--- src/rtl/icp_pkg.sv ---
package icp_pkg;

   // Word offsets inside the window (byte offset / 4)
   localparam int WOFF_POLL = 0;
   localparam int WOFF_XIRR = 1;
   localparam int WOFF_MFRR = 3;

   typedef enum logic [3:0] {
      OP_NONE,
      OP_POLL_WORD,
      OP_POLL_BYTE,
      OP_ACCEPT,
      OP_CPPR_WR,
      OP_EOI,
      OP_MFRR_RD,
      OP_MFRR_WR,
      OP_LINK_RD,
      OP_LINK_WR,
      OP_BAD_RD,
      OP_BAD_WR
   } icp_op_e;

endpackage

--- src/rtl/icp_decode.sv ---
module icp_decode
   import icp_pkg::*;
#(
   parameter int ADDR_W    = 12,
   parameter int NUM_LINKS = 3,
   parameter int LINK_BASE = 16,
   parameter int IDX_W     = 2
) (
   input  logic              req_valid,
   input  logic              req_write,
   input  logic [ADDR_W-1:0] req_addr,
   input  logic [2:0]        req_bytes,
   output icp_op_e           op,
   output logic [IDX_W-1:0]  link_idx
);
   localparam int OFF_W   = ADDR_W - 2;
   localparam int LINK_W0 = LINK_BASE / 4;

   logic [OFF_W-1:0] woff;
   logic             is_b0;
   logic             is_w;
   int               rel;

   always_comb begin
      woff     = req_addr[ADDR_W-1:2];
      is_b0    = (req_bytes == 3'd1) && (req_addr[1:0] == 2'b00);
      is_w     = (req_bytes == 3'd4);
      rel      = int'(woff) - LINK_W0;
      link_idx = rel[IDX_W-1:0];
      op       = OP_NONE;
      if (req_valid) begin
         op = req_write ? OP_BAD_WR : OP_BAD_RD;
         if (woff == OFF_W'(WOFF_POLL)) begin
            if (!req_write) begin
               if (is_w)       op = OP_POLL_WORD;
               else if (is_b0) op = OP_POLL_BYTE;
            end
         end else if (woff == OFF_W'(WOFF_XIRR)) begin
            if (req_write) begin
               if (is_w)       op = OP_EOI;
               else if (is_b0) op = OP_CPPR_WR;
            end else begin
               if (is_w)       op = OP_ACCEPT;
               else if (is_b0) op = OP_POLL_BYTE;
            end
         end else if (woff == OFF_W'(WOFF_MFRR)) begin
            if (is_b0) op = req_write ? OP_MFRR_WR : OP_MFRR_RD;
         end else if (rel >= 0 && rel < NUM_LINKS) begin
            if (is_w) op = req_write ? OP_LINK_WR : OP_LINK_RD;
         end
      end
   end
endmodule

--- src/rtl/icp_links.sv ---
module icp_links #(
   parameter int NUM_LINKS = 3,
   parameter int DATA_W    = 32,
   parameter int IDX_W     = 2
) (
   input  logic              clk,
   input  logic              rst_n,
   input  logic              wr_en,
   input  logic [IDX_W-1:0]  idx,
   input  logic [DATA_W-1:0] wdata,
   output logic [DATA_W-1:0] rdata
);
   logic [DATA_W-1:0] word_q [NUM_LINKS];

   for (genvar i = 0; i < NUM_LINKS; i++) begin : g_link
      always_ff @(posedge clk) begin
         if (!rst_n)
            word_q[i] <= '0;
         else if (wr_en && (idx == IDX_W'(i)))
            word_q[i] <= wdata;
      end
   end

   always_comb begin
      rdata = '0;
      for (int i = 0; i < NUM_LINKS; i++)
         if (idx == IDX_W'(i)) rdata = word_q[i];
   end
endmodule

--- src/rtl/icp_core.sv ---
module icp_core
   import icp_pkg::*;
#(
   parameter int PRIO_W     = 8,
   parameter int SRC_W      = 24,
   parameter int IPI_SRC    = 2,
   parameter int RESET_CPPR = 0
) (
   input  logic                    clk,
   input  logic                    rst_n,
   input  icp_op_e                 op,
   input  logic [PRIO_W+SRC_W-1:0] wdata,
   input  logic                    src_take,
   input  logic [SRC_W-1:0]        src_id,
   input  logic [PRIO_W-1:0]       src_prio,
   output logic [PRIO_W-1:0]       cppr,
   output logic [PRIO_W-1:0]       mfrr,
   output logic [SRC_W-1:0]        xisr,
   output logic [PRIO_W-1:0]       pprio,
   output logic                    irq,
   output logic                    err,
   output logic                    rej_valid,
   output logic [SRC_W-1:0]        rej_src,
   output logic                    eoi_valid,
   output logic [SRC_W-1:0]        eoi_src
);
   localparam int              DATA_W = PRIO_W + SRC_W;
   localparam logic [SRC_W-1:0] IPI   = SRC_W'(IPI_SRC);

   logic [PRIO_W-1:0] n_cppr, n_mfrr, n_pprio;
   logic [SRC_W-1:0]  n_xisr, n_rej, n_eoi;
   logic              n_err, n_rej_v, n_eoi_v, recheck;
   logic              pend, real_pend;

   always_comb begin
      pend      = (xisr != '0);
      real_pend = pend && (xisr != IPI);
      n_cppr    = cppr;
      n_mfrr    = mfrr;
      n_xisr    = xisr;
      n_pprio   = pprio;
      n_err     = err;
      n_rej_v   = 1'b0;
      n_rej     = '0;
      n_eoi_v   = 1'b0;
      n_eoi     = '0;
      recheck   = 1'b0;
      case (op)
         OP_ACCEPT: begin
            if (pend) begin
               n_cppr  = pprio;
               n_xisr  = '0;
               n_pprio = '1;
            end
         end
         OP_CPPR_WR: begin
            n_cppr  = wdata[PRIO_W-1:0];
            recheck = 1'b1;
         end
         OP_EOI: begin
            n_cppr  = wdata[DATA_W-1 -: PRIO_W];
            recheck = 1'b1;
            if (wdata[SRC_W-1:0] != IPI) begin
               n_eoi_v = 1'b1;
               n_eoi   = wdata[SRC_W-1:0];
            end
         end
         OP_MFRR_WR: begin
            n_mfrr = wdata[PRIO_W-1:0];
            if (n_mfrr < cppr && n_mfrr < pprio) begin
               if (real_pend) begin
                  n_rej_v = 1'b1;
                  n_rej   = xisr;
               end
               n_xisr  = IPI;
               n_pprio = n_mfrr;
            end
         end
         OP_BAD_RD, OP_BAD_WR: n_err = 1'b1;
         OP_NONE: begin
            if (src_take) begin
               if (src_prio < cppr && src_prio < pprio) begin
                  if (real_pend) begin
                     n_rej_v = 1'b1;
                     n_rej   = xisr;
                  end
                  n_xisr  = src_id;
                  n_pprio = src_prio;
               end else begin
                  n_rej_v = 1'b1;
                  n_rej   = src_id;
               end
            end
         end
         default: ;
      endcase
      if (recheck && pend && (n_cppr <= pprio)) begin
         if (real_pend) begin
            n_rej_v = 1'b1;
            n_rej   = xisr;
         end
         n_xisr  = '0;
         n_pprio = '1;
      end
   end

   always_ff @(posedge clk) begin
      if (!rst_n) begin
         cppr      <= PRIO_W'(RESET_CPPR);
         mfrr      <= '1;
         xisr      <= '0;
         pprio     <= '1;
         irq       <= 1'b0;
         err       <= 1'b0;
         rej_valid <= 1'b0;
         rej_src   <= '0;
         eoi_valid <= 1'b0;
         eoi_src   <= '0;
      end else begin
         cppr      <= n_cppr;
         mfrr      <= n_mfrr;
         xisr      <= n_xisr;
         pprio     <= n_pprio;
         irq       <= (n_xisr != '0);
         err       <= n_err;
         rej_valid <= n_rej_v;
         rej_src   <= n_rej;
         eoi_valid <= n_eoi_v;
         eoi_src   <= n_eoi;
      end
   end
endmodule

--- src/rtl/icp_presenter.sv ---
module icp_presenter
   import icp_pkg::*;
#(
   parameter int ADDR_W     = 12,
   parameter int PRIO_W     = 8,
   parameter int SRC_W      = 24,
   parameter int NUM_LINKS  = 3,
   parameter int LINK_BASE  = 16,
   parameter int IPI_SRC    = 2,
   parameter int RESET_CPPR = 0
) (
   input  logic                    clk,
   input  logic                    rst_n,
   input  logic                    req_valid,
   input  logic                    req_write,
   input  logic [ADDR_W-1:0]       req_addr,
   input  logic [2:0]              req_bytes,
   input  logic [PRIO_W+SRC_W-1:0] req_wdata,
   output logic                    rsp_valid,
   output logic [PRIO_W+SRC_W-1:0] rsp_rdata,
   input  logic                    src_valid,
   input  logic [SRC_W-1:0]        src_id,
   input  logic [PRIO_W-1:0]       src_prio,
   output logic                    src_ready,
   output logic                    rej_valid,
   output logic [SRC_W-1:0]        rej_src,
   output logic                    eoi_valid,
   output logic [SRC_W-1:0]        eoi_src,
   output logic                    irq,
   output logic                    err
);
   localparam int DATA_W = PRIO_W + SRC_W;
   localparam int IDX_W  = (NUM_LINKS > 1) ? $clog2(NUM_LINKS) : 1;

   if (DATA_W != 32) begin : g_bad_word
      $error("priority plus source width must form a 32-bit word");
   end
   if (PRIO_W > 8) begin : g_bad_prio
      $error("priority must fit in one byte lane");
   end
   if ((LINK_BASE % 4) != 0 || (LINK_BASE + 4 * NUM_LINKS) > (1 << ADDR_W)) begin : g_bad_link
      $error("link words must be word aligned inside the window");
   end
   if (LINK_BASE < 16) begin : g_bad_overlap
      $error("link words overlap the priority registers");
   end

   icp_op_e           op;
   logic [IDX_W-1:0]  link_idx;
   logic [DATA_W-1:0] link_rdata;
   logic [PRIO_W-1:0] cur_cppr, cur_mfrr, cur_pprio;
   logic [SRC_W-1:0]  cur_xisr;
   logic [DATA_W-1:0] rd_mux;

   assign src_ready = !req_valid;

   icp_decode #(
      .ADDR_W(ADDR_W), .NUM_LINKS(NUM_LINKS), .LINK_BASE(LINK_BASE), .IDX_W(IDX_W)
   ) i_decode (
      .req_valid(req_valid), .req_write(req_write), .req_addr(req_addr),
      .req_bytes(req_bytes), .op(op), .link_idx(link_idx)
   );

   icp_links #(
      .NUM_LINKS(NUM_LINKS), .DATA_W(DATA_W), .IDX_W(IDX_W)
   ) i_links (
      .clk(clk), .rst_n(rst_n), .wr_en(op == OP_LINK_WR), .idx(link_idx),
      .wdata(req_wdata), .rdata(link_rdata)
   );

   icp_core #(
      .PRIO_W(PRIO_W), .SRC_W(SRC_W), .IPI_SRC(IPI_SRC), .RESET_CPPR(RESET_CPPR)
   ) i_core (
      .clk(clk), .rst_n(rst_n), .op(op), .wdata(req_wdata),
      .src_take(src_valid && src_ready), .src_id(src_id), .src_prio(src_prio),
      .cppr(cur_cppr), .mfrr(cur_mfrr), .xisr(cur_xisr), .pprio(cur_pprio),
      .irq(irq), .err(err), .rej_valid(rej_valid), .rej_src(rej_src),
      .eoi_valid(eoi_valid), .eoi_src(eoi_src)
   );

   always_comb begin
      case (op)
         OP_POLL_WORD, OP_ACCEPT: rd_mux = {cur_cppr, cur_xisr};
         OP_POLL_BYTE:            rd_mux = DATA_W'(cur_cppr);
         OP_MFRR_RD:              rd_mux = DATA_W'(cur_mfrr);
         OP_LINK_RD:              rd_mux = link_rdata;
         default:                 rd_mux = '1;
      endcase
   end

   always_ff @(posedge clk) begin
      if (!rst_n) begin
         rsp_valid <= 1'b0;
         rsp_rdata <= '0;
      end else begin
         rsp_valid <= req_valid && !req_write;
         rsp_rdata <= (req_valid && !req_write) ? rd_mux : '0;
      end
   end
endmodule

--- config.mk ---
export PLATFORM = sky130hd
export DESIGN_NAME = icp_presenter
export DESIGN_NICKNAME = d
export VERILOG_FILES = /design/src/rtl/icp_pkg.sv /design/src/rtl/icp_decode.sv /design/src/rtl/icp_links.sv /design/src/rtl/icp_core.sv /design/src/rtl/icp_presenter.sv
export SDC_FILE = /design/constraint.sdc
export NUM_CORES = 1
export LEC_CHECK = 0
export BUFFER_PORTS_ARGS = -buffer_cell sky130_fd_sc_hd__buf_2
export CAP_MARGIN = 30
export CORE_MARGIN = 5
export CORE_UTILIZATION = 30
export CTS_CLUSTER_SIZE = 24
export DETAILED_ROUTE_END_ITERATION = 8
export PLACE_DENSITY_LB_ADDON = 0.08
export SLEW_MARGIN = 0
export SYNTH_ARGS = -nofsm -noshare
export SYNTH_HDL_FRONTEND = slang
export SYNTH_SLANG_ARGS = --single-unit
--- constraint.sdc ---
create_clock -name clk -period 9.1 [get_ports clk]
set_clock_uncertainty 0.05 [all_clocks]
set_input_delay 2.73 -clock clk [delete_from_list [all_inputs] [get_ports clk]]
set_output_delay 2.73 -clock clk [all_outputs]
set_load 0.05 [all_outputs]
==> flow_summary.ini, run 1 <==
[run_status]
outcome = complete, no violations

[worst_setup_path]
timing.critical_path.cells = buf_2 > nor2b_1 > nand3_1 > o211ai_1 > buf_4 > nor3_2 > buf_4 > a31oi_2 > a221o_1 > ha_1 > a21o_1 > a21oi_1 > a21o_1 > a21oi_1 > o31ai_4 > a21oi_4 > a211o_1
timing.critical_path.slowest_stage_cell = o31ai_4
critical_path.max_stage_delay_ps = 720
timing.critical_path.from_type = primary input
cp_data_required_time_ps = 9490
setup.worst_path.end_class = register
crit_buf_inv = 3
timing.setup.critical_path_class = primary input to register
timing.reg2reg.setup_slack_ps = 4430
cp.arrival_ps = 7430
cpLargestDelayFamily = compound AO/OA/AOI/OAI gates
path_max_fanout = 33

[global_routing]
global_route_total_usage_across_every_layer = 0.177
via_count_of_the_first_global_routing_pass = 8000
grt_start_max_net_pins = 41
gr-total-overflow = 0
grt_first_pass_wirelength_mm = 52.4
antenna_found_initial = 3

[yosys]
post_synth_num_cell_types = 74
netlist_instances = 941
synth.area.mux_share = 0.0423
netlist.area_leader.share = 0.277
yosysMostFrequentCell = and2_1
synth_async_sr_flop_share = 0
number_of_synthesized_flops_with_an_enable_pin = 96
ys_dominant_reg_cell = dfxtp_1
synth_compound_area_frac = 0.175
synth_top_cells_by_area = edfxtp_1 (28%), dfxtp_1 (26%), and2_1 (8.4%)
synth.cell_area_sq_um = 10400
synth_sequential_area_ratio = 0.533
synth_fp_nets = 1061
ys_seq_elements = 229
combinational_family_with_the_most_area_after_synthesis = compound AO/OA/AOI/OAI gates
yosys.area_share.adder = 0.0433
netlist.top_cell.by_area = edfxtp_1
synth-xor-area-share = 0.000841
synthSimpleGateAreaFrac = 0.173
ys_top_cells_by_count = and2_1 (140), dfxtp_1 (133), edfxtp_1 (96)
avgSynthCellArea_sq_um = 11.1
yosysWarningCount = 0

[power]
peakVddDrop_uv = 136
total_leakage_power_nw = 5.24
p_per_area_nw_per_um2 = 197

[clocking]
number_of_buffers_added_by_the_clock_tree_synthesis_step = 28
cts_max_path_buffers = 3
number_of_hold_buffers_added_after_cts = 0
clock_insertion_delay_worst_skew_ps = 550
htree_levels = 1
tritoncts = done
clock-sinks = 229
cts.repair.resized = 0
post-cts-setup-buffer-count = 0
clockRootBuffer = clkbuf_16
clk_transition_reported_paths_ps = 60

[floorplanning]
die-height_um = 196
die-width_um = 196
start_util = 0.303
ioPinCount = 170
die_area_sq_um = 38500
floorplan.core_area_sq_um = 34400
rows = 68

[final_layout]
design_area_sq_um = 12700
final_cell_count_no_fill = 1578
multi_input_comb_area_sq_um = 4550
filler_cell_count = 3457
layout.area.seq_sq_um = 5550
layout-drive-gt1-share = 0.233
postLayoutCoreUtil = 0.370
area_growth_pct = 22.1
fin_nets = 1220

[route]
drtPass1Iterations = 5
drt_drc_violations_left = 0
first_iter_violations = 546
antenna_violating_nets_post_route = 0
viasPerCell = 5.04
routed_wl_mm = 35.0
routed_wire_length_per_instance_um = 22.2
routed-via-count = 7948

[place]
placed_area_sq_um = 11700
placedCellCount = 1525
place.gp.congestion = 0.881
io_buffers = 169
preCtsSetupSlack_ps = 1630
post_dp_hpwl_mm = 24.9

[timing]
tightest_slew_ps = 950
grt_setup_unrepaired = false
fin_crit_ps = 7040
timing_max_transition_violations_final = 0
totalNegativeSetupSlack_ps = 0
worst_slew_margin = 0.367
count_of_final_setup_violators = 0
final.setup.worst_slack_ps = 2060
layout_worst_path_cycle_share = 0.773
fmax_mhz = 142
report.final.hold_viol_count = 0

[job]
max_cap_violations = 0

[min_path]
worst_hold_path_type = register to register
[sequential cells by signal (all words and copies together) (netlist names), 8 cells and up]
signal	cells
i_core.eoi_src	24
i_core.rej_src	24
i_core.cppr	8
i_links.word_q	96
i_core.mfrr	8
i_core.xisr	24
i_core.pprio	8
rsp_rdata	32
[worst register-to-register path, delay by kind of cell (launching register included)]
family / cells / cell delay [ps]
simple gates: 4 / 1220
fa+ha+maj: 1 / 300
compound gates: 9 / 2610
flops: 1 / 390
[final cells by class]
type                       instances  area share
clock inverter                    15      0.0138
inverter                          20     0.00590
antenna                            1    0.000197
multi-input combinational        634       0.358
tap                              455      0.0448
timing repair buffer             187      0.0788
sequential                       229       0.436
clock buffer                      37      0.0626
[worst paths after layout]
check	start	to	depth (start not counted)
hold / removal	i_core.mfrr[2]	i_core.mfrr[2]	1
hold reg to reg	i_core.mfrr[2]	i_core.mfrr[2]	1
setup / recovery	req_addr[2]	i_core.irq	17
setup reg to reg	i_core.xisr[3]	i_core.irq	14
[report_power, final]
part / switching (mW) / internal (mW) / total (mW)
clock network: 0.451 / 0.701 / 1.15
logic: 0.162 / 0.0670 / 0.229
registers: 0.0149 / 1.10 / 1.12
[cell families (layout without fill, tap and decap cells)]
group | count (synthesis) | after routing
buffers and inverters | 78 | 259
muxes | 44 | 44
xor gates and xnor gates | 1 | 1
and+or+nand+nor | 309 | 309
other | 0 | 1
DFF | 229 | 229
adders and majority gates | 36 | 36
AOI/OAI and AO/OA | 244 | 244
[per-stage QoR]
step / power [mW] / hold slack (ps)
after detailed placement: 1.37 / 403
after floorplan: 1.27 / 386
after global routing: 2.60 / 441
after CTS: 2.54 / 417
after global placement: 1.37 / 401
final: 2.50 / 419
[layer usage]
metal  GRT usage  part of all wire
met4      0.0385             0.018
met2       0.273              0.44
met5           0           0.00091
met1       0.261              0.49
met3      0.0285             0.049
[cells in the final DEF (no fill, tap or decap), drive strengths merged, types with 8 or more instances in the layout]
master  instances
nor2           26
dfxtp         133
a21oi          45
a222oi          8
a31oi          13
buf           187
nor4           16
nand4           8
nand3           9
mux2i          44
nor3            8
ha             36
inv            20
a22oi          25
nand2          60
clkbuf         37
clkinv         11
and2          141
a22o           43
nor2b          14
a211oi          8
o21ai          41
a211o          15
nor4b          11
edfxtp         96
Note: power is estimated with default switching activity, not from simulation.
==> run 2, diff against run 1 <==
--- a/config.mk
+++ b/config.mk
@@ -5,6 +5,7 @@
 export SDC_FILE = /design/constraint.sdc
 export NUM_CORES = 1
 export LEC_CHECK = 0
+export ABC_AREA = 1
 export BUFFER_PORTS_ARGS = -buffer_cell sky130_fd_sc_hd__buf_2
 export CAP_MARGIN = 30
 export CORE_MARGIN = 5
==> constraint.sdc (replaced) <==
create_clock -name clk -period 6.4 [get_ports clk]
set_clock_uncertainty 0.05 [all_clocks]
set_input_delay 1.92 -clock clk [delete_from_list [all_inputs] [get_ports clk]]
set_output_delay 1.92 -clock clk [all_outputs]
set_load 0.05 [all_outputs]
==> flow_summary.ini, run 2 <==
[final_layout]
flip_flop_count_of_the_largest_register_after_layout = 96
layout.area.seq_sq_um = 5550
fin_nets = 1781
filler_cell_count = 4121
layout-drive-gt1-share = 0.161
mostFrequentLayoutCell = nand2_1
multi_input_comb_area_sq_um = 5130
registers.top_by_ff_count = i_links.word_q
insertedDiodeCount = 0
design_area_sq_um = 13800
area_growth_pct = 19.6
top_regs = i_links.word_q x96, rsp_rdata x32
layout.cells.most_common_list = nand2_1 (376), nor2_1 (244), buf_2 (169), inv_1 (136), dfxtp_1 (133)
final_cell_count_no_fill = 2199

[route]
routed_wl_mm = 42.1
routed-via-count = 10646
drt_drc_violations_left = 0
routed_wire_length_per_instance_um = 19.1
antenna_violating_nets_post_route = 0
first_iter_violations = 698
viasPerCell = 4.84
drtPass1Iterations = 5

[yosys]
ys_seq_elements = 229
synth.area.mux_share = 0
number_of_synthesized_flops_with_an_enable_pin = 96
synth-xor-area-share = 0
synth_sequential_area_ratio = 0.480
synthSimpleGateAreaFrac = 0.297
yosys.area_share.adder = 0.0390
avgSynthCellArea_sq_um = 7.64
synth_async_sr_flop_share = 0
combinational_family_with_the_most_area_after_synthesis = simple AND/OR/NAND/NOR gates
synth_compound_area_frac = 0.107
yosysMostFrequentCell = nand2_1
synth_fp_nets = 1634
synth.cell_area_sq_um = 11600
netlist.area_leader.share = 0.249
netlist.top_cell.by_area = edfxtp_1
synth_top_cells_by_area = edfxtp_1 (25%), dfxtp_1 (23%), nand2_1 (12%)
ys_top_cells_by_count = nand2_1 (376), nor2_1 (246), inv_1 (136)
netlist_instances = 1514
ys_dominant_reg_cell = dfxtp_1
post_synth_num_cell_types = 46
yosysWarningCount = 0

[worst_setup_path]
timing.reg2reg.worst_path_depth = 20
worst_path_most_repeated_cell = nand2_1
setup.worst_path.end_class = register
rr_endpoint = i_core.pprio[7]
critical_path.max_stage_delay_ps = 590
timing.reg2reg.setup_slack_ps = 1890
timing.critical_path.from_type = primary input
cp_data_required_time_ps = 6820
reg2reg_from = i_core.xisr[20]
timing.setup.critical_path_class = primary input to register
crit_buf_inv = 4
path_max_fanout = 32
cpLargestDelayFamily = simple AND/OR/NAND/NOR gates
cp.arrival_ps = 6040
timing.critical_path.slowest_stage_cell = o41ai_1

[power]
p_per_area_nw_per_um2 = 269
p_int_mw = 2.68
switching_power_mw = 1.04
seq_power_share = 0.437
fin_total_pwr_mw = 3.71
peakVddDrop_uv = 190
sw_frac_of_total = 0.279
total_leakage_power_nw = 6.34
combinationalPowerShare = 0.130
clock_power_share = 0.432

[clocking]
htree_levels = 1
number_of_hold_buffers_added_after_cts = 0
clockRootBuffer = clkbuf_16
tritoncts = done
clock_insertion_delay_worst_skew_ps = 570
clock-sinks = 229
number_of_buffers_added_by_the_clock_tree_synthesis_step = 28
cts.repair.resized = 0
post-cts-setup-buffer-count = 0
cts_max_path_buffers = 3
clk_transition_reported_paths_ps = 60

[global_routing]
grt_first_pass_wirelength_mm = 64.0
grt-busiest-layer = met2
antenna_found_initial = 1
gr-total-overflow = 0
global_route_total_usage_across_every_layer = 0.195
grtUsageMet2 = 0.308
via_count_of_the_first_global_routing_pass = 10425
global_route.usage.met3 = 0.0355
grt_start_max_net_pins = 53
grtUsageMet1 = 0.276

[floorplanning]
ioPinCount = 170
die_area_sq_um = 42600
die-height_um = 206
die-width_um = 206
rows = 72
start_util = 0.301
floorplan.core_area_sq_um = 38400

[place]
placed_area_sq_um = 12900
io_buffers = 169
placedCellCount = 2149
post_dp_hpwl_mm = 29.9
place.gp.congestion = 0.883

[timing]
worst_slew_margin = 0.385
count_of_final_setup_violators = 0
fmax_mhz = 178
grt_setup_unrepaired = false
timing_max_transition_violations_final = 0
holdWs_ps = 447
totalNegativeSetupSlack_ps = 0
layout_worst_path_cycle_share = 0.878
report.final.hold_viol_count = 0
tightest_slew_ps = 922
fin_crit_ps = 5620

[min_path]
endpoint_with_the_worst_hold_slack = i_core.mfrr[4]
hold-path-cell-count = 2
worst_hold_path_type = register to register
hold_path_startpoint = i_core.mfrr[4]

[run_status]
outcome = complete, no violations

[job]
max_cap_violations = 0
==> run 2: power groups by stage <==
stage	Clock, mW	Sequential, mW	Combinational, mW
2_1_floorplan	0	1.69	0.267
3_3_place_gp	0	1.65	0.488
3_5_place_dp	0	1.66	0.488
4_1_cts	1.65	1.62	0.489
5_1_grt	1.70	1.63	0.541
6_report	1.60	1.62	0.484
==> run 2: worst register-to-register path, stage by stage, from the launching register on <==
cell     delay (ps)
dfxtp_1         410
nor4_1          360
nand4_1         190
nor2_1          230
inv_1           110
nor2_1          280
nand2_1         150
o21ai_1         320
nand2_1         150
nand2_1         110
ha_1            140
nand2_1          60
inv_1            60
nand2_1          70
o41ai_1         590
nand2_1         190
nor2_2          200
nor2_1           90
inv_2           470
a21oi_1         100
o21ai_0         110
==> run 2: worst max-delay path by stage <==
stage | start | end | slack (ps) | depth (start not counted)
3_5_place_dp | req_addr[8] | i_core.pprio[1] | 350 | 24
3_3_place_gp | req_addr[8] | i_core.pprio[6] | 420 | 22
5_1_grt | req_addr[10] | i_core.pprio[7] | 270 | 27
2_1_floorplan | req_addr[8] | i_core.pprio[3] | 1370 | 29
6_report | req_addr[8] | i_core.pprio[7] | 780 | 25
4_1_cts | req_addr[8] | i_core.pprio[7] | 930 | 24
==> run 2: area by class of cell <==
| class | instances | area share |
|---|---|---|
| clock buffer | 40 | 0.0561 |
| clock inverter | 10 | 0.0105 |
| inverter | 150 | 0.0409 |
| multi-input combinational | 1063 | 0.371 |
| sequential | 229 | 0.401 |
| tap | 518 | 0.0469 |
| timing repair buffer | 189 | 0.0730 |
==> run 2: metrics by stage <==
stage                util  setup WS [ps]
global placement    0.336            420
floorplan               -           1370
global route        0.360            270
CTS                 0.360            928
detailed placement  0.336            346
finish              0.360            778
==> run 2: logic make-up after synthesis <==
family | Yosys count
buffers and inverters | 222
AOI/OAI and AO/OA | 219
DFF | 229
and+or+nand+nor | 808
adders and majority gates | 36
==> run 2: metal layers <==
layer | share of wire | vias up
met3 | 0.066 | 59
met5 | 0.00017 | -
met4 | 0.027 | 2
met2 | 0.44 | 337
met1 | 0.46 | 4963
li1 | - | 5285
==> run 3, diff against run 2 <==
==> constraint.sdc (replaced) <==
create_clock -name clk -period 6 [get_ports clk]
set_clock_uncertainty 0.05 [all_clocks]
set_input_delay 1.8 -clock clk [delete_from_list [all_inputs] [get_ports clk]]
set_output_delay 1.8 -clock clk [all_outputs]
set_load 0.05 [all_outputs]
==> flow_summary.ini, run 3 (synthesis gave the netlist of run 2 again) <==
[floorplanning]
die-width_um = 206
floorplan.core_area_sq_um = 38400
ioPinCount = 170
start_util = 0.301
die-height_um = 206
die_area_sq_um = 42600
rows = 72

[final_layout]
area_growth_pct = 19.9
layout-drive-gt1-share = 0.165
top_regs = i_links.word_q x96, rsp_rdata x32
filler_cell_count = 4185
flip_flop_count_of_the_largest_register_after_layout = 96
insertedDiodeCount = 0
registers.top_by_ff_count = i_links.word_q
postLayoutCoreUtil = 0.361
design_area_sq_um = 13900
mostFrequentLayoutCell = nand2_1
layout.cells.most_common_list = nand2_1 (376), nor2_1 (244), buf_2 (169), inv_1 (136), dfxtp_1 (133)
fin_nets = 1787

[job]
max_cap_violations = 0

[power]
total_leakage_power_nw = 6.37
p_per_area_nw_per_um2 = 285
peakVddDrop_uv = 203

[min_path]
hold-path-cell-count = 2
endpoint_with_the_worst_hold_slack = i_core.err
hold_path_startpoint = i_core.err
worst_hold_path_type = register to register

[route]
routed-via-count = 10636
drt_drc_violations_left = 0
routed_wire_length_per_instance_um = 19.2
antenna_violating_nets_post_route = 0
routed_wl_mm = 42.4
viasPerCell = 4.82
drtPass1Iterations = 5
first_iter_violations = 681

[timing]
grt_setup_unrepaired = false
tightest_slew_ps = 873
count_of_final_setup_violators = 0
fmax_mhz = 192
timing_max_transition_violations_final = 0
report.final.hold_viol_count = 0
totalNegativeSetupSlack_ps = 0
fin_crit_ps = 5210
worst_slew_margin = 0.418
holdWs_ps = 449
layout_worst_path_cycle_share = 0.868

[global_routing]
gr-total-overflow = 0
grt_first_pass_wirelength_mm = 64.2
global_route_total_usage_across_every_layer = 0.197
antenna_found_initial = 1
via_count_of_the_first_global_routing_pass = 10211
grt_start_max_net_pins = 53

[worst_setup_path]
timing.setup.critical_path_class = primary input to register
setup.worst_path.end_class = register
cp_data_required_time_ps = 6400
reg2reg_from = i_core.xisr[12]
cp.arrival_ps = 5610
timing.critical_path.from_type = primary input
rr_endpoint = i_core.xisr[6]
timing.reg2reg.worst_path_depth = 23
path_max_fanout = 25
worst_setup_path_startpoint = req_addr[10]
timing.reg2reg.setup_slack_ps = 1760

[clocking]
clockRootBuffer = clkbuf_16
post-cts-setup-buffer-count = 0
number_of_buffers_added_by_the_clock_tree_synthesis_step = 28
cts_max_path_buffers = 3
cts.repair.resized = 0
clock_insertion_delay_worst_skew_ps = 580
tritoncts = done
htree_levels = 1
clk_transition_reported_paths_ps = 60
clock-sinks = 229
number_of_hold_buffers_added_after_cts = 0

[run_status]
outcome = complete, no violations

[place]
placed_area_sq_um = 12900
place.gp.congestion = 0.855
io_buffers = 169
post_dp_hpwl_mm = 30.1
==> run 3: cell count changes in the layout (fill, tap and decap cells not counted) <==
cell / change
buf_4: +6
bufinv_16: -1
clkbuf_8: +2
==> run 3: worst max-delay path, cell delays in order <==
cell and delay [ps]:
buf_2 100, nor2_2 160, nand2_2 110, nor2_8 190
nand3_1 150, nor3b_2 380, inv_2 90, nor2_2 210
nand2_1 260, o22ai_1 250, a21oi_1 90, nand2_1 90
ha_1 240, a21oi_1 150, o21ai_0 90, a21oi_1 150
o211ai_1 100, o41ai_1 100, nand2_1 150, nor2_2 200
nor2_1 90, inv_2 180, buf_12 190, nor3_1 60
==> run 3: worst max path at each step <==
stage	to	slack [ps]	cells after the start
floorplan	i_core.pprio[3]	1090	29
global placement	i_core.xisr[6]	390	30
detailed placement	i_core.xisr[6]	270	30
CTS	i_core.xisr[6]	860	30
global route	i_core.xisr[11]	420	28
finish	i_core.xisr[6]	790	24
==> run 3: routing by layer <==
metal  GRT usage  vias up  share of wire
met4      0.0356        2          0.018
met2       0.315      261           0.45
met1       0.287     5023           0.48
li1            -     5303              -
met5           0        -        0.00026
met3      0.0256       47          0.053
==> run 3: final cells by class <==
type                       count  area, sq um  share of cell area
timing repair buffer         195         1050              0.0760
inverter                     150          566              0.0408
clock buffer                  42          803              0.0579
clock inverter                 9          115             0.00830
multi-input combinational   1063         5130               0.370
sequential                   229         5550               0.400
tap                          518          648              0.0467
==> run 3: report_power, final <==
| part | switching, mW | total (mW) | internal, mW |
|---|---|---|---|
| Combinational | 0.376 | 0.516 | 0.140 |
| Sequential | 0.0416 | 1.73 | 1.69 |
| Clock | 0.692 | 1.70 | 1.01 |
| Total | 1.11 | 3.95 | 2.84 |
==> run 3: metrics by stage <==
stage / instances / setup WS, ps / power, mW
2_1_floorplan: 1514 / 1090 / 2.09
3_3_place_gp: 2155 / 385 / 2.29
3_5_place_dp: 2155 / 273 / 2.29
4_1_cts: 2206 / 862 / 4.01
5_1_grt: 2206 / 415 / 4.13
6_report: 2206 / 790 / 3.95
